File: config.mk
export PLATFORM = sky130hd
export DESIGN_NAME = ser_reg_if
export DESIGN_NICKNAME = d
export VERILOG_FILES = /design/src/rtl/sri_pkg.sv /design/src/rtl/sri_result.sv /design/src/rtl/sri_serial.sv /design/src/rtl/ser_reg_if.sv
export SDC_FILE = /design/constraint.sdc
export NUM_CORES = 1
export LEC_CHECK = 0
export BUFFER_PORTS_ARGS = -buffer_cell sky130_fd_sc_hd__buf_2
export CAP_MARGIN = 10
export CORE_AREA = 8 8 152 154
export DETAILED_ROUTE_END_ITERATION = 8
export DIE_AREA = 0 0 160 162
export PLACE_DENSITY_LB_ADDON = 0.3
export SYNTH_ARGS = -nofsm -noshare
export SYNTH_HDL_FRONTEND = slang
export SYNTH_SLANG_ARGS = --single-unit
File: constraint.sdc
create_clock -name clk_i -period 2.9 [get_ports clk_i]
set_input_delay 0.58 -clock clk_i [delete_from_list [all_inputs] [get_ports clk_i]]
set_output_delay 0.58 -clock clk_i [all_outputs]
set_load 0.1 [all_outputs]
File: src/rtl/sri_pkg.sv
package sri_pkg;
  typedef enum logic [1:0] {ST_CMD, ST_WR, ST_RD} sri_state_e;
  localparam int unsigned CMD_W = 8;
  localparam logic [3:0] A_STAT = 4'd1;
  localparam logic [3:0] A_MODE = 4'd2;
  localparam logic [3:0] A_MAIN = 4'd3;
  localparam logic [3:0] A_AUX  = 4'd4;
endpackage

File: src/rtl/sri_result.sv
module sri_result #(
  parameter int unsigned W = 24
) (
  input  logic         clk_i,
  input  logic         rst_ni,
  input  logic         upd_i,
  input  logic [W-1:0] data_i,
  input  logic         clr_i,
  output logic         busy_o,
  output logic         rdy_o,
  output logic [W-1:0] q_o
);
  logic [W-1:0] stage_q;

  always_ff @(posedge clk_i or negedge rst_ni) begin
    if (!rst_ni) begin
      stage_q <= '0;
      busy_o  <= 1'b0;
      rdy_o   <= 1'b0;
      q_o     <= '0;
    end else begin
      busy_o <= upd_i;
      if (upd_i) stage_q <= data_i;
      if (busy_o) begin
        q_o   <= stage_q;
        rdy_o <= 1'b1;
      end else if (clr_i) begin
        rdy_o <= 1'b0;
      end
    end
  end

  assert_update_lands_R5: assert property (@(posedge clk_i) disable iff (!rst_ni)
    upd_i |-> ##2 (rdy_o && q_o == $past(data_i, 2)));

  assert_clear_drops_R7: assert property (@(posedge clk_i) disable iff (!rst_ni)
    (clr_i && !busy_o) |=> !rdy_o);
endmodule

File: src/rtl/sri_serial.sv
module sri_serial
  import sri_pkg::*;
#(
  parameter int unsigned MAIN_W = 24,
  parameter int unsigned AUX_W  = 16
) (
  input  logic              clk_i,
  input  logic              rst_ni,
  input  logic              cs_ni,
  input  logic              sclk_i,
  input  logic              sdi_i,
  output logic              sdo_o,
  input  logic [1:0]        stat_i,
  input  logic [MAIN_W-1:0] main_i,
  input  logic [AUX_W-1:0]  aux_i,
  output logic              clr_main_o,
  output logic              clr_aux_o
);
  localparam int unsigned LW = $clog2(MAIN_W + 1);

  sri_state_e        state_q;
  logic              sclk_q, cs_q, loaded_q;
  logic [LW-1:0]     bit_q, len_q, rd_len;
  logic [3:0]        sel_q;
  logic [CMD_W-2:0]  rx_q;
  logic [CMD_W-1:0]  mode_q, cmd_byte;
  logic [MAIN_W-1:0] tx_q, tx_load;
  logic              sclk_rise, sclk_fall, cs_fall, cs_rise, last_bit;
  logic              cmd_ok, rd_ok, wr_ok;

  assign sclk_rise = !cs_ni && sclk_i && !sclk_q;
  assign sclk_fall = !cs_ni && !sclk_i && sclk_q;
  assign cs_fall   = cs_q && !cs_ni;
  assign cs_rise   = !cs_q && cs_ni;
  assign cmd_byte  = {rx_q, sdi_i};
  assign last_bit  = (bit_q == len_q - LW'(1));

  always_comb begin
    cmd_ok = !cmd_byte[7] && (cmd_byte[5:4] == 2'b00);
    unique case (cmd_byte[3:0])
      A_STAT, A_MODE: rd_len = LW'(CMD_W);
      A_MAIN:         rd_len = LW'(MAIN_W);
      A_AUX:          rd_len = LW'(AUX_W);
      default:        rd_len = '0;
    endcase
    rd_ok = cmd_ok && cmd_byte[6] && (rd_len != '0);
    wr_ok = cmd_ok && !cmd_byte[6] && (cmd_byte[3:0] == A_MODE);
  end

  // left-align the selected word so the MSB leaves first
  always_comb begin
    tx_load = '0;
    unique case (sel_q)
      A_STAT:  tx_load[MAIN_W-1 -: CMD_W] = {{(CMD_W-2){1'b0}}, stat_i};
      A_MODE:  tx_load[MAIN_W-1 -: CMD_W] = mode_q;
      A_MAIN:  tx_load = main_i;
      A_AUX:   tx_load[MAIN_W-1 -: AUX_W] = aux_i;
      default: tx_load = '0;
    endcase
  end

  assign clr_main_o = sclk_rise && state_q == ST_RD && last_bit && sel_q == A_MAIN;
  assign clr_aux_o  = sclk_rise && state_q == ST_RD && last_bit && sel_q == A_AUX;
  assign sdo_o      = cs_ni ? 1'b0 : tx_q[MAIN_W-1];

  always_ff @(posedge clk_i or negedge rst_ni) begin
    if (!rst_ni) begin
      sclk_q   <= 1'b1;
      cs_q     <= 1'b1;
      state_q  <= ST_CMD;
      bit_q    <= '0;
      len_q    <= LW'(CMD_W);
      sel_q    <= '0;
      rx_q     <= '0;
      tx_q     <= '0;
      loaded_q <= 1'b0;
      mode_q   <= '0;
    end else begin
      sclk_q <= sclk_i;
      cs_q   <= cs_ni;
      if (cs_rise && bit_q != '0) begin
        state_q <= ST_CMD;
        bit_q   <= '0;
        len_q   <= LW'(CMD_W);
      end else if (sclk_rise) begin
        rx_q  <= cmd_byte[CMD_W-2:0];
        bit_q <= last_bit ? '0 : bit_q + LW'(1);
        if (last_bit) begin
          unique case (state_q)
            ST_CMD: begin
              if (rd_ok) begin
                state_q  <= ST_RD;
                sel_q    <= cmd_byte[3:0];
                len_q    <= rd_len;
                loaded_q <= 1'b0;
              end else if (wr_ok) begin
                state_q <= ST_WR;
              end
            end
            ST_WR: begin
              mode_q  <= cmd_byte;
              state_q <= ST_CMD;
            end
            default: begin
              state_q <= ST_CMD;
              len_q   <= LW'(CMD_W);
            end
          endcase
        end
      end else if (state_q == ST_RD && !loaded_q && (cs_fall || sclk_fall)) begin
        tx_q     <= tx_load;
        loaded_q <= 1'b1;
      end else if (state_q == ST_RD && sclk_fall && bit_q != '0) begin
        tx_q <= tx_q << 1;
      end
    end
  end

  assert_abort_resets_R10: assert property (@(posedge clk_i) disable iff (!rst_ni)
    (cs_rise && bit_q != '0) |=> (state_q == ST_CMD && bit_q == '0));

  assert_bit_in_phase_R4: assert property (@(posedge clk_i) disable iff (!rst_ni)
    bit_q < len_q);

  assert_mode_only_by_write_R3: assert property (@(posedge clk_i) disable iff (!rst_ni)
    (state_q != ST_WR) |=> $stable(mode_q));
endmodule

File: src/rtl/ser_reg_if.sv
module ser_reg_if #(
  parameter int unsigned MAIN_W = 24,
  parameter int unsigned AUX_W  = 16
) (
  input  logic              clk_i,
  input  logic              rst_ni,
  input  logic              cs_ni,
  input  logic              sclk_i,
  input  logic              sdi_i,
  output logic              sdo_o,
  output logic              rdy_no,
  input  logic              main_upd_i,
  input  logic [MAIN_W-1:0] main_data_i,
  input  logic              aux_upd_i,
  input  logic [AUX_W-1:0]  aux_data_i
);
  logic              main_busy, aux_busy, main_rdy, aux_rdy, clr_main, clr_aux;
  logic [MAIN_W-1:0] main_q;
  logic [AUX_W-1:0]  aux_q;
  logic              busy_any;

  sri_result #(.W(MAIN_W)) main_res_i (
    .clk_i, .rst_ni, .upd_i(main_upd_i), .data_i(main_data_i), .clr_i(clr_main),
    .busy_o(main_busy), .rdy_o(main_rdy), .q_o(main_q));

  sri_result #(.W(AUX_W)) aux_res_i (
    .clk_i, .rst_ni, .upd_i(aux_upd_i), .data_i(aux_data_i), .clr_i(clr_aux),
    .busy_o(aux_busy), .rdy_o(aux_rdy), .q_o(aux_q));

  sri_serial #(.MAIN_W(MAIN_W), .AUX_W(AUX_W)) serial_i (
    .clk_i, .rst_ni, .cs_ni, .sclk_i, .sdi_i, .sdo_o,
    .stat_i({aux_rdy, main_rdy}), .main_i(main_q), .aux_i(aux_q),
    .clr_main_o(clr_main), .clr_aux_o(clr_aux));

  assign busy_any = main_busy || aux_busy;
  assign rdy_no   = !(main_rdy || aux_rdy) || busy_any;

  assert_rdy_falls_after_update_R5: assert property (@(posedge clk_i) disable iff (!rst_ni)
    $fell(rdy_no) |-> $past(busy_any));

  assert_strobe_raises_rdy_R6: assert property (@(posedge clk_i) disable iff (!rst_ni)
    (main_upd_i || aux_upd_i) |=> rdy_no);
endmodule

After elaboration in Yosys (flattened, before gate mapping). Cells that the tools add are included.

Flip-flop bits (word level): 142. Bits of input ports: 47. Output and inout port bits: 2.

Add/subtract/negate cells: 2. Eq/ne operators: 17. Muxes and demuxes: 30. Bitwise logic cells: 2. Reduce and logical (&&, ||, !) cells: 50.

Operators by type and width (number): $mux W24 (2); $mux W5 (7); $pmux W8 S4 (1); $logic_and A1 B1 Y1 (20); $eq A4 B2 Y1 const B (4); $pmux W8 S2 (1); $pmux W5 S3 (1); $mux W2 (6); $reduce_bool A2 Y1 (6); $mux W1 (10); $pmux W5 S2 (1); $reduce_and A5 Y1 (2); $reduce_bool A5 Y1 (2); $eq A4 B1 Y1 const B (2); $eq A4 B3 Y1 const B (2); $logic_not A1 Y1 (8); $mux W8 (1); $reduce_and A4 Y1 (2); $ne A2 B2 Y1 const B (3); $reduce_and A3 Y1 (2); $add A5 B1 Y5 const B (1); $eq A5 B5 Y1 (1); $sub A5 B1 Y5 const B (1); $logic_not A2 Y1 (2); 9 further kinds (13).

Longest topological paths before layout. Gate-level depths: netlist of the first run.

Depth after elaboration: 10. Mapped depth: 7.

Cells and area by module. From an unflattened synthesis of the first run, not the netlist that was laid out.

Cell total of the unflattened synthesis: 484. Area, all modules: 6341.1 µm².

Modules (own cells, without submodules): sri_serial (times used 1, cells each 304, area an instance 2922.8 µm²); sri_result at main_res_i (times used 1, cells each 106, area an instance 2052.0 µm²); sri_result at aux_res_i (times used 1, cells each 72, area an instance 1357.6 µm²); ser_reg_if (times used 1, cells each 2, area an instance 8.8 µm²).

Worst setup path after synthesis of the first run. OpenSTA, ideal clock, no wires.

Kind: register -> output. From: register aux_res_i.rdy_o. To: output port rdy_no. Data arrival time: 2.490 ns. Path slack: -0.170 ns. Stages on the path, launching flop included: 2. Buffers on the path: 0. Cells stage by stage: dfrtp_1 -> o21ai_0.

Cells in the longest elaborated chain, start to end: 3.

Ends and longest elaborated chain: start, declared (line sri_result.sv:10) `output logic rdy_o,`; start signal, assigned (line sri_result.sv:19) `rdy_o <= 1'b0;`; start signal, assigned (line sri_result.sv:26) `rdy_o <= 1'b1;`; start signal, assigned (line sri_result.sv:28) `rdy_o <= 1'b0;`; $logic_or A1 B1 Y1 (line ser_reg_if.sv:36) `assign rdy_no = !(main_rdy || aux_rdy) || busy_any;`; $logic_not A1 Y1 (line ser_reg_if.sv:36); $logic_or A1 B1 Y1 (line ser_reg_if.sv:36); end, declared (line ser_reg_if.sv:11) `output logic rdy_no,`.

Every way passes these cells.

Worst setup path in the final report of the first run.
From: register serial_i.bit_q[0]. To: register serial_i.tx_q[8].

Cells in the longest elaborated chain, start to end: 4.

Ends and longest elaborated chain: start, declared (line sri_serial.sv:23) `logic [LW-1:0] bit_q, len_q, rd_len;`; start signal, assigned (line sri_serial.sv:87) `bit_q <= last_bit ? '0 : bit_q + LW'(1);`; $reduce_bool A5 Y1 (*) (line sri_serial.sv:81, sri_serial.sv:113); $logic_and A1 B1 Y1, on equally long branches (line sri_serial.sv:113, sri_serial.sv:81); $reduce_bool A2 Y1 (no line) or $not A1 Y1 (tied branches); $reduce_and A3 Y1 (no line) (*); end signal, assigned (line sri_serial.sv:111) `tx_q <= tx_load;`; end signal, assigned (line sri_serial.sv:114) `tx_q <= tx_q << 1;`; end, declared (line sri_serial.sv:27) `logic [MAIN_W-1:0] tx_q, tx_load;`.

Every way passes the cells marked *; elsewhere a longest branch is shown, timed or not. A chain may end at the register's enable or synchronous reset.

==> metrics.yaml, run 1 <==
sta:
  setup_viol: 0
  clock_skew_ns: 0.00872
  rsz0062_at_grt: "no"
  timing.fmax_mhz: 412
  worstMarginPinSlew_ns: 0.849
  finalCritPeriodShare: 0.838
  setup_tns_ns: 0
  final_max_slew_viol_count: 0
  fin_crit_ns: 2.43
  hold_viol_final: 0
  slew_headroom: 0.434
cts:
  cts_tree: "yes"
  clkSinkCount: 139
  holdBufCountCts: 0
  clock_latency_ns: 0.41
  clockBufferDepth: 2
  cts_setup_buffers: 0
  cts-root-buf: "clkbuf_16"
  htreeDepth: 4
  cts.clk_slew.worst_paths_ns: 0.06
  numCtsBuffers: 17
  post_cts_resized: 0
drt:
  vias: 3706
  wirelength_um: 12500
  viasPerCell: 4.69
  drc_errors: 0
  drtIter0Drc: 171
  post_drt_wl_per_cell_um: 15.8
  drt-pass1-iter-count: 5
  antenna_left: 0
logic_synthesis:
  synth_mux_area_frac: 0.242
  synthSimpleGateAreaFrac: 0.0687
  ys_seq_elements: 139
  yosysSeqAreaShare: 0.570
  synth_xor_area_frac: 0.00430
  ys.flop_type: "dfrtp_1"
  synth_nets: 499
  synth_compound_area_frac: 0.0805
  synthTopCellsByArea: "dfrtp_1 56%, mux2_2 19%, mux2_1 2.6%"
  synth_top_area_share: 0.557
  synthAdderAreaFrac: 0.00410
  syn_area_mm2: 0.00610
  synth_top_family_by_area: "multiplexers"
  synth_edf_count: 0
  ys_types: 54
  syn_inst: 450
  yosys_warnings: 0
  synth_area_per_cell_um2: 13.6
  yosys.area.top_type: "dfrtp_1"
  async_flop_share: 1.00
grt:
  overflow: 0
  grt_pass1_vias: 4114
  track_usage: 0.102
  grt_pass1_wl_um: 21300
  antenna_found_initial: 0
  met2_usage: 0.164
  met1_usage: 0.130
  grt_max_degree: 91
  gr-usage-met3: 0.0261
  busiest_layer: "met2"
die:
  core_mm2: 0.0207
  die_area_mm2: 0.0259
  die_width_um: 160
  boundaryPins: 49
  start_util: 0.295
  die_y_um: 162
  rows: 53
min_path:
  min_path_type: "in2async"
critical_path:
  critPathCaptureType: "flop"
  path_class: "reg2reg"
  crit_chain: "inv_1 -> ha_1 -> or4b_1 -> nand4b_1 -> a21boi_2 -> buf_4 -> mux2_1"
  crit_buf_inv: 2
  cp_slowest_stage_delay_ns: 0.53
  crit_family: "simple AND/OR/NAND/NOR gates"
  startpoint_type: "flop"
  worstPathMaxFanout: 12
  slowest_stage: "or4b_1"
  worst_ep_arrival_time_ns: 2.72
  cp.required_ns: 3.19
cells_and_area:
  n_antenna_cell: 0
  layout.area.seq_mm2: 0.00348
  area_delta_synth_final_pct: 19.2
  fin_util: 0.352
  drive_gt1_frac: 0.400
  fillers: 2069
  multi_input_area_mm2: 0.00244
  nets: 551
power:
  p_leak_nw: 3.25
  p_clk_frac: 0.457
  p_sw_mw: 1.18
  switching_share: 0.240
  p_per_area_mw_per_mm2: 677
  combPwrFrac: 0.085
  p_int_mw: 3.75
  p_seq_frac: 0.458
  vdd_drop_max_mv: 0.390
outcome:
  status: "finished clean"
placement:
  dp_hpwl_um: 8880
  io_buffers: 48
  place_congestion: 0.767
flow_run:
  maxCapViolCount: 0
-- state kept, by name, summed over array words and instances (netlist names) --
register            flops
serial_i.sel_q          4
main_res_i.q_o         24
aux_res_i.stage_q      16
serial_i.bit_q          5
serial_i.state_q        2
aux_res_i.rdy_o         1
serial_i.tx_q          24
aux_res_i.q_o          16
serial_i.sclk_q         1
serial_i.len_q          2
main_res_i.stage_q     24
serial_i.loaded_q       1
serial_i.rx_q           7
main_res_i.rdy_o        1
serial_i.mode_q         8
serial_i.cs_q           1
aux_res_i.busy_o        1
main_res_i.busy_o       1
-- per-layer routing --
metal	share of wire	vias up	wire length (um)
met5	0	-	0
met4	0.015	0	181
met3	0.024	14	302
met2	0.48	55	6030
met1	0.48	1885	5960
li1	-	1752	-
-- final cells by class --
class	count	share of cell area
multi-input combinational	270	0.335
timing repair buffer	58	0.0459
inverter	16	0.00825
clock inverter	12	0.0222
clock buffer	20	0.0627
tap	275	0.0473
sequential	139	0.478
-- cells in the mapped netlist, drive strengths merged (7+ instances only) --
| cell | count |
|---|---|
| mux2 | 121 |
| a22oi | 8 |
| nand2 | 30 |
| o21ai | 8 |
| mux2i | 10 |
| buf | 7 |
| clkbuf | 18 |
| inv | 16 |
| a22o | 14 |
| dfrtp | 136 |
| o32ai | 7 |
-- layout by cell type, fill, tap and decap left out, drive strengths merged, types with 5 or more instances in the layout --
cell type  synthesis  final
dfrtp            136    136
mux2             121    121
buf                7     58
nand2             30     30
clkbuf            18     20
inv               16     20
a22o              14     14
mux2i             10     10
a22oi              8      8
o21ai              8      8
o32ai              7      7
nor2b              5      5
nor2               5      5
nand3              5      5
nor4b              5      5
-- path summary, 6_finish.rpt --
kind / end / cells after the start / slack, ns / start
setup / recovery: serial_i.tx_q[8]$_DFFE_PN0P_ / 7 / 0.47 / serial_i.bit_q[0]$_DFFE_PN0N_
hold / removal: main_res_i.stage_q[0]$_DFFE_PN0P_ / 1 / 0.21 / rst_ni
setup reg to reg: serial_i.tx_q[8]$_DFFE_PN0P_ / 7 / 0.47 / serial_i.bit_q[0]$_DFFE_PN0N_
hold reg to reg: serial_i.tx_q[14]$_DFFE_PN0P_ / 1 / 0.49 / serial_i.tx_q[14]$_DFFE_PN0P_
max in group asynchronous: aux_res_i.q_o[9]$_DFFE_PN0P_ / 2 / 1.94 / rst_ni
min in group clk_i: serial_i.sclk_q$_DFF_PN1_ / 1 / 0.29 / sclk_i
-- cell families after synthesis --
kind of cell,Yosys count
adders and majority gates,2
and+or+nand+nor,73
AOI/OAI and AO/OA,61
DFF,139
buffers and inverters,41
muxes,131
xor gates and xnor gates,3
-- worst reg2reg max path, stage by stage, from the launching register on --
cell and delay, ns:
dfrtp_1 0.41, inv_1 0.10, ha_1 0.14, or4b_1 0.53, nand4b_1 0.18, a21boi_2 0.34
buf_4 0.28, mux2_1 0.34
-- power by group through the flow --
stage / sequential, mW / combinational [mW] / clock [mW]
6_report: 2.26 / 0.417 / 2.25
5_1_grt: 2.28 / 0.467 / 2.41
4_1_cts: 2.26 / 0.426 / 2.31
3_5_place_dp: 2.30 / 0.423 / 0
3_3_place_gp: 2.29 / 0.402 / 0
2_1_floorplan: 2.23 / 0.300 / 0
-- through the flow --
stage	hold slack (ns)	total power, mW	area (um2)	cells	setup WS, ns
global route	0.268	5.16	7280	790	0.286
floorplan	0.284	2.54	6100	450	0.367
finish	0.211	4.93	7280	790	0.471
global placement	0.473	2.69	6660	758	0.361
detailed placement	0.480	2.72	6660	758	0.318
CTS	0.266	5.00	7280	790	0.428
Power figures use the tool's default switching activity.
==> run 2: changes to the inputs <==
--- a/config.mk
+++ b/config.mk
@@ -5,11 +5,12 @@
 export SDC_FILE = /design/constraint.sdc
 export NUM_CORES = 1
 export LEC_CHECK = 0
+export ABC_AREA = 1
 export BUFFER_PORTS_ARGS = -buffer_cell sky130_fd_sc_hd__buf_2
 export CAP_MARGIN = 10
-export CORE_AREA = 8 8 152 154
+export CORE_AREA = 8 8 153 155
 export DETAILED_ROUTE_END_ITERATION = 8
-export DIE_AREA = 0 0 160 162
+export DIE_AREA = 0 0 161 163
 export PLACE_DENSITY_LB_ADDON = 0.3
 export SYNTH_ARGS = -nofsm -noshare
 export SYNTH_HDL_FRONTEND = slang
==> constraint.sdc (replaced) <==
create_clock -name clk_i -period 2.1 [get_ports clk_i]
set_input_delay 0.42 -clock clk_i [delete_from_list [all_inputs] [get_ports clk_i]]
set_output_delay 0.42 -clock clk_i [all_outputs]
set_load 0.1 [all_outputs]
==> run 2 against run 1 <==
Effect of this change:
- largest cell class unchanged
- critical path depth is 5 lower
- sequential power grew 37%
- combinational power increased by 82%
- non-clock buffer count up 10
- flip-flop and latch count stayed put
- synthesized cell count up 62%
- die area grew 1.2%
- critical endpoint is now rdy_no
- routed wire length rose by 9.3%
==> metrics.yaml, run 2 <==
outcome:
  status: "finished clean"
sta:
  finalWorstSetupSlack_ns: 0.253  # -0.218 ns
  final_max_slew_viol_count: 0  # unchanged
  setup_viol: 0  # unchanged
  finalCritPeriodShare: 0.880
  timing.fmax_mhz: 541
  hold_viol_final: 0  # unchanged
  fin_crit_ns: 1.85
  setup_tns_ns: 0  # unchanged
  fin_hold_ws_ns: 0.112  # -0.0984 ns
  rsz0062_at_grt: "no"
  slew_headroom: 0.680  # +0.246
  worstMarginPinSlew_ns: 0.480  # -0.368 ns
  clock_skew_ns: 0.00455  # -0.00417 ns
power:
  p_per_area_mw_per_mm2: 900  # +33%
  p_leak_nw: 3.65  # +12%
  finalPower_mw: 6.64  # +35%
  vdd_drop_max_mv: 0.626  # +61%
logic_synthesis:
  yosysMostFrequentCell: "nand2_1"
  ys_top_cells_by_count: "247 x nand2_1, 136 x dfrtp_1, 97 x o21ai_0"
  synthSimpleGateAreaFrac: 0.236  # +0.168
  yosys_warnings: 0  # unchanged
  ys_types: 30  # -44%
  synth_nets: 777  # +56%
  yosysSeqAreaShare: 0.562  # -0.00818
  synth_edf_count: 0  # unchanged
  syn_area_mm2: 0.00619  # +1.5%
  synthAdderAreaFrac: 0.00404  # -0.0000588
  synth_compound_area_frac: 0.0964  # +0.0158
  synthTopCellsByArea: "dfrtp_1 55%, nand2_1 15%, o21ai_0 7.8%"
  synth_top_area_share: 0.549  # -0.00800
  synth_xor_area_frac: 0.00283  # -0.00148
  syn_inst: 728  # +62%
  ys.flop_type: "dfrtp_1"
  yosys.area.top_type: "dfrtp_1"
  ys_seq_elements: 139  # unchanged
  synth_top_family_by_area: "simple AND/OR/NAND/NOR gates"
  async_flop_share: 1.00  # unchanged
  synth_area_per_cell_um2: 8.51  # -37%
  synth_mux_area_frac: 0.0273  # -0.215
cells_and_area:
  final_common_cell: "nand2_1"
  drive_gt1_frac: 0.169  # -0.231
  area_delta_synth_final_pct: 19.2  # about the same
  n_antenna_cell: 0  # unchanged
  fillers: 2205  # +6.6%
  nets: 836  # +52%
  multi_input_area_mm2: 0.00227  # -6.9%
  biggestRegsByFlops: "main_res_i.q_o (24), main_res_i.stage_q (24), serial_i.tx_q (24)"
  layout_common_cells: "247 x nand2_1, 136 x dfrtp_1, 97 x o21ai_0"
  layout.area.seq_mm2: 0.00348  # unchanged
  final_area_mm2: 0.00738  # +1.4%
drt:
  vias: 4667  # +26%
  drtIter0Drc: 237  # +39%
  post_drt_wl_per_cell_um: 12.7  # -20%
  drc_errors: 0  # unchanged
  viasPerCell: 4.35  # -7.4%
  antenna_left: 0  # unchanged
  drt-pass1-iter-count: 4  # -1
  wirelength_um: 13600  # +9.3%
cts:
  htreeDepth: 4  # unchanged
  cts_tree: "yes"
  cts_setup_buffers: 0  # unchanged
  clockBufferDepth: 2  # unchanged
  numCtsBuffers: 17  # unchanged
  cts.clk_slew.worst_paths_ns: 0.06  # about the same
  holdBufCountCts: 1  # +1
  clock_latency_ns: 0.41  # about the same
  cts-root-buf: "clkbuf_16"
  post_cts_resized: 0  # unchanged
  clkSinkCount: 139  # unchanged
critical_path:
  cp_slowest_stage_delay_ns: 0.39  # -0.14 ns
  endpoint: "rdy_no"
  r2r-end: "serial_i.sel_q[0]$_DFFE_PN0P_"
  critPathCaptureType: "output port"
  cp.required_ns: 1.68  # -1.51 ns
  crit_chain: "o211ai_1 -> buf_12"
  rr_worst_depth: 9  # +2
  crit_buf_inv: 1  # -1
  slowest_stage: "o211ai_1"
  path_class: "reg2out"
  setup.worst_path.start: "aux_res_i.rdy_o$_DFFE_PN0P_"
  crit_family: "compound AO/OA/AOI/OAI gates"
  crit_cells: 2  # -5
  worstPathMaxFanout: 3  # -9
  startpoint_type: "flop"
  r2r-start: "serial_i.bit_q[0]$_DFFE_PN0N_"
  r2r_slack_ns: 0.39  # -0.08 ns
  worst_ep_arrival_time_ns: 1.43  # -1.29 ns
die:
  die_width_um: 161  # +0.63%
  core_mm2: 0.0208  # +0.64%
  start_util: 0.297  # +0.00239
  die_area_mm2: 0.0262  # +1.2%
  rows: 53  # unchanged
  boundaryPins: 49  # unchanged
  die_y_um: 163  # +0.62%
placement:
  place_area_mm2: 0.00682  # +2.4%
  dp_hpwl_um: 9770  # +10%
  place_congestion: 0.802  # +4.6%
  dp_slack_ns: 0.409  # +0.0912 ns
  io_buffers: 48  # unchanged
min_path:
  min_path_type: "in2reg"
grt:
  track_usage: 0.109  # +0.00724
  antenna_found_initial: 0  # unchanged
  grt_pass1_wl_um: 23600  # +11%
  overflow: 0  # unchanged
  grt_max_degree: 51  # -44%
  grt_pass1_vias: 4730  # +15%
flow_run:
  maxCapViolCount: 0  # unchanged
## run 2: cell types whose count changed after synthesis, moves of 14 or more
cell / change
a22o_1: -14
nand2_1: +217
nand3_1: +41
mux2_2: -88
inv_1: +56
nor2_1: +22
mux2_1: -14
o21ai_0: +90
## run 2: area by class of cell
type,instances,area share
Clock inverter,14,0.0171
Clock buffer,17,0.0576
Timing Repair Buffer,68,0.0595
Inverter,78,0.0397
Sequential cell,139,0.472
Multi-Input combinational cell,483,0.308
Tap cell,275,0.0466
## run 2: layer usage
metal	share of wire	routed length (um)	GRT usage	vias to the layer above
li1	-	-	-	2442
met1	0.51	6960	0.150	2140
met3	0.039	535	0.0298	5
met2	0.44	6050	0.167	80
met5	0	0	0	-
met4	0.0065	88	0.0303	0
## run 2: how the worst min path moves through the flow
stage	from	to	slack, ns	cells after the start
CTS	sclk_i	serial_i.sclk_q$_DFF_PN1_	0.1	1
detailed placement	rst_ni	main_res_i.stage_q[4]$_DFFE_PN0P_	0.40	1
global placement	rst_ni	main_res_i.stage_q[4]$_DFFE_PN0P_	0.41	1
global route	sclk_i	serial_i.sclk_q$_DFF_PN1_	0.1	1
floorplan	rst_ni	aux_res_i.busy_o$_DFF_PN0_	0.12	0
finish	sclk_i	serial_i.sclk_q$_DFF_PN1_	0.11	1
## run 2: where the power goes
part | leakage [nW] | internal (mW) | total (mW) | switching, mW
logic | 1.65 | 0.271 | 0.759 | 0.488
clock network | 0.257 | 1.62 | 2.78 | 1.16
registers | 1.74 | 2.93 | 3.10 | 0.166
## run 2: cell families (layout without fill, tap and decap cells)
logic type | after synthesis | in the layout
adders and majority gates | 2 | 2
buffers and inverters | 106 | 177
DFF | 139 | 139
xor gates and xnor gates | 2 | 2
muxes | 15 | 15
and+or+nand+nor | 347 | 347
AOI/OAI and AO/OA | 117 | 117
## run 2: worst register-to-register path: cells and delay by family (launching register included)
family	cells	cell delay, ns
and+or+nand+nor	7	0.93
DFF	1	0.40
adders and majority gates	1	0.18
buffers and inverters	1	0.10
## run 2: stage by stage
step	util	cells
floorplan	-	728
global placement	0.328	1042
detailed placement	0.328	1042
CTS	0.355	1074
global route	0.355	1074
finish	0.355	1074
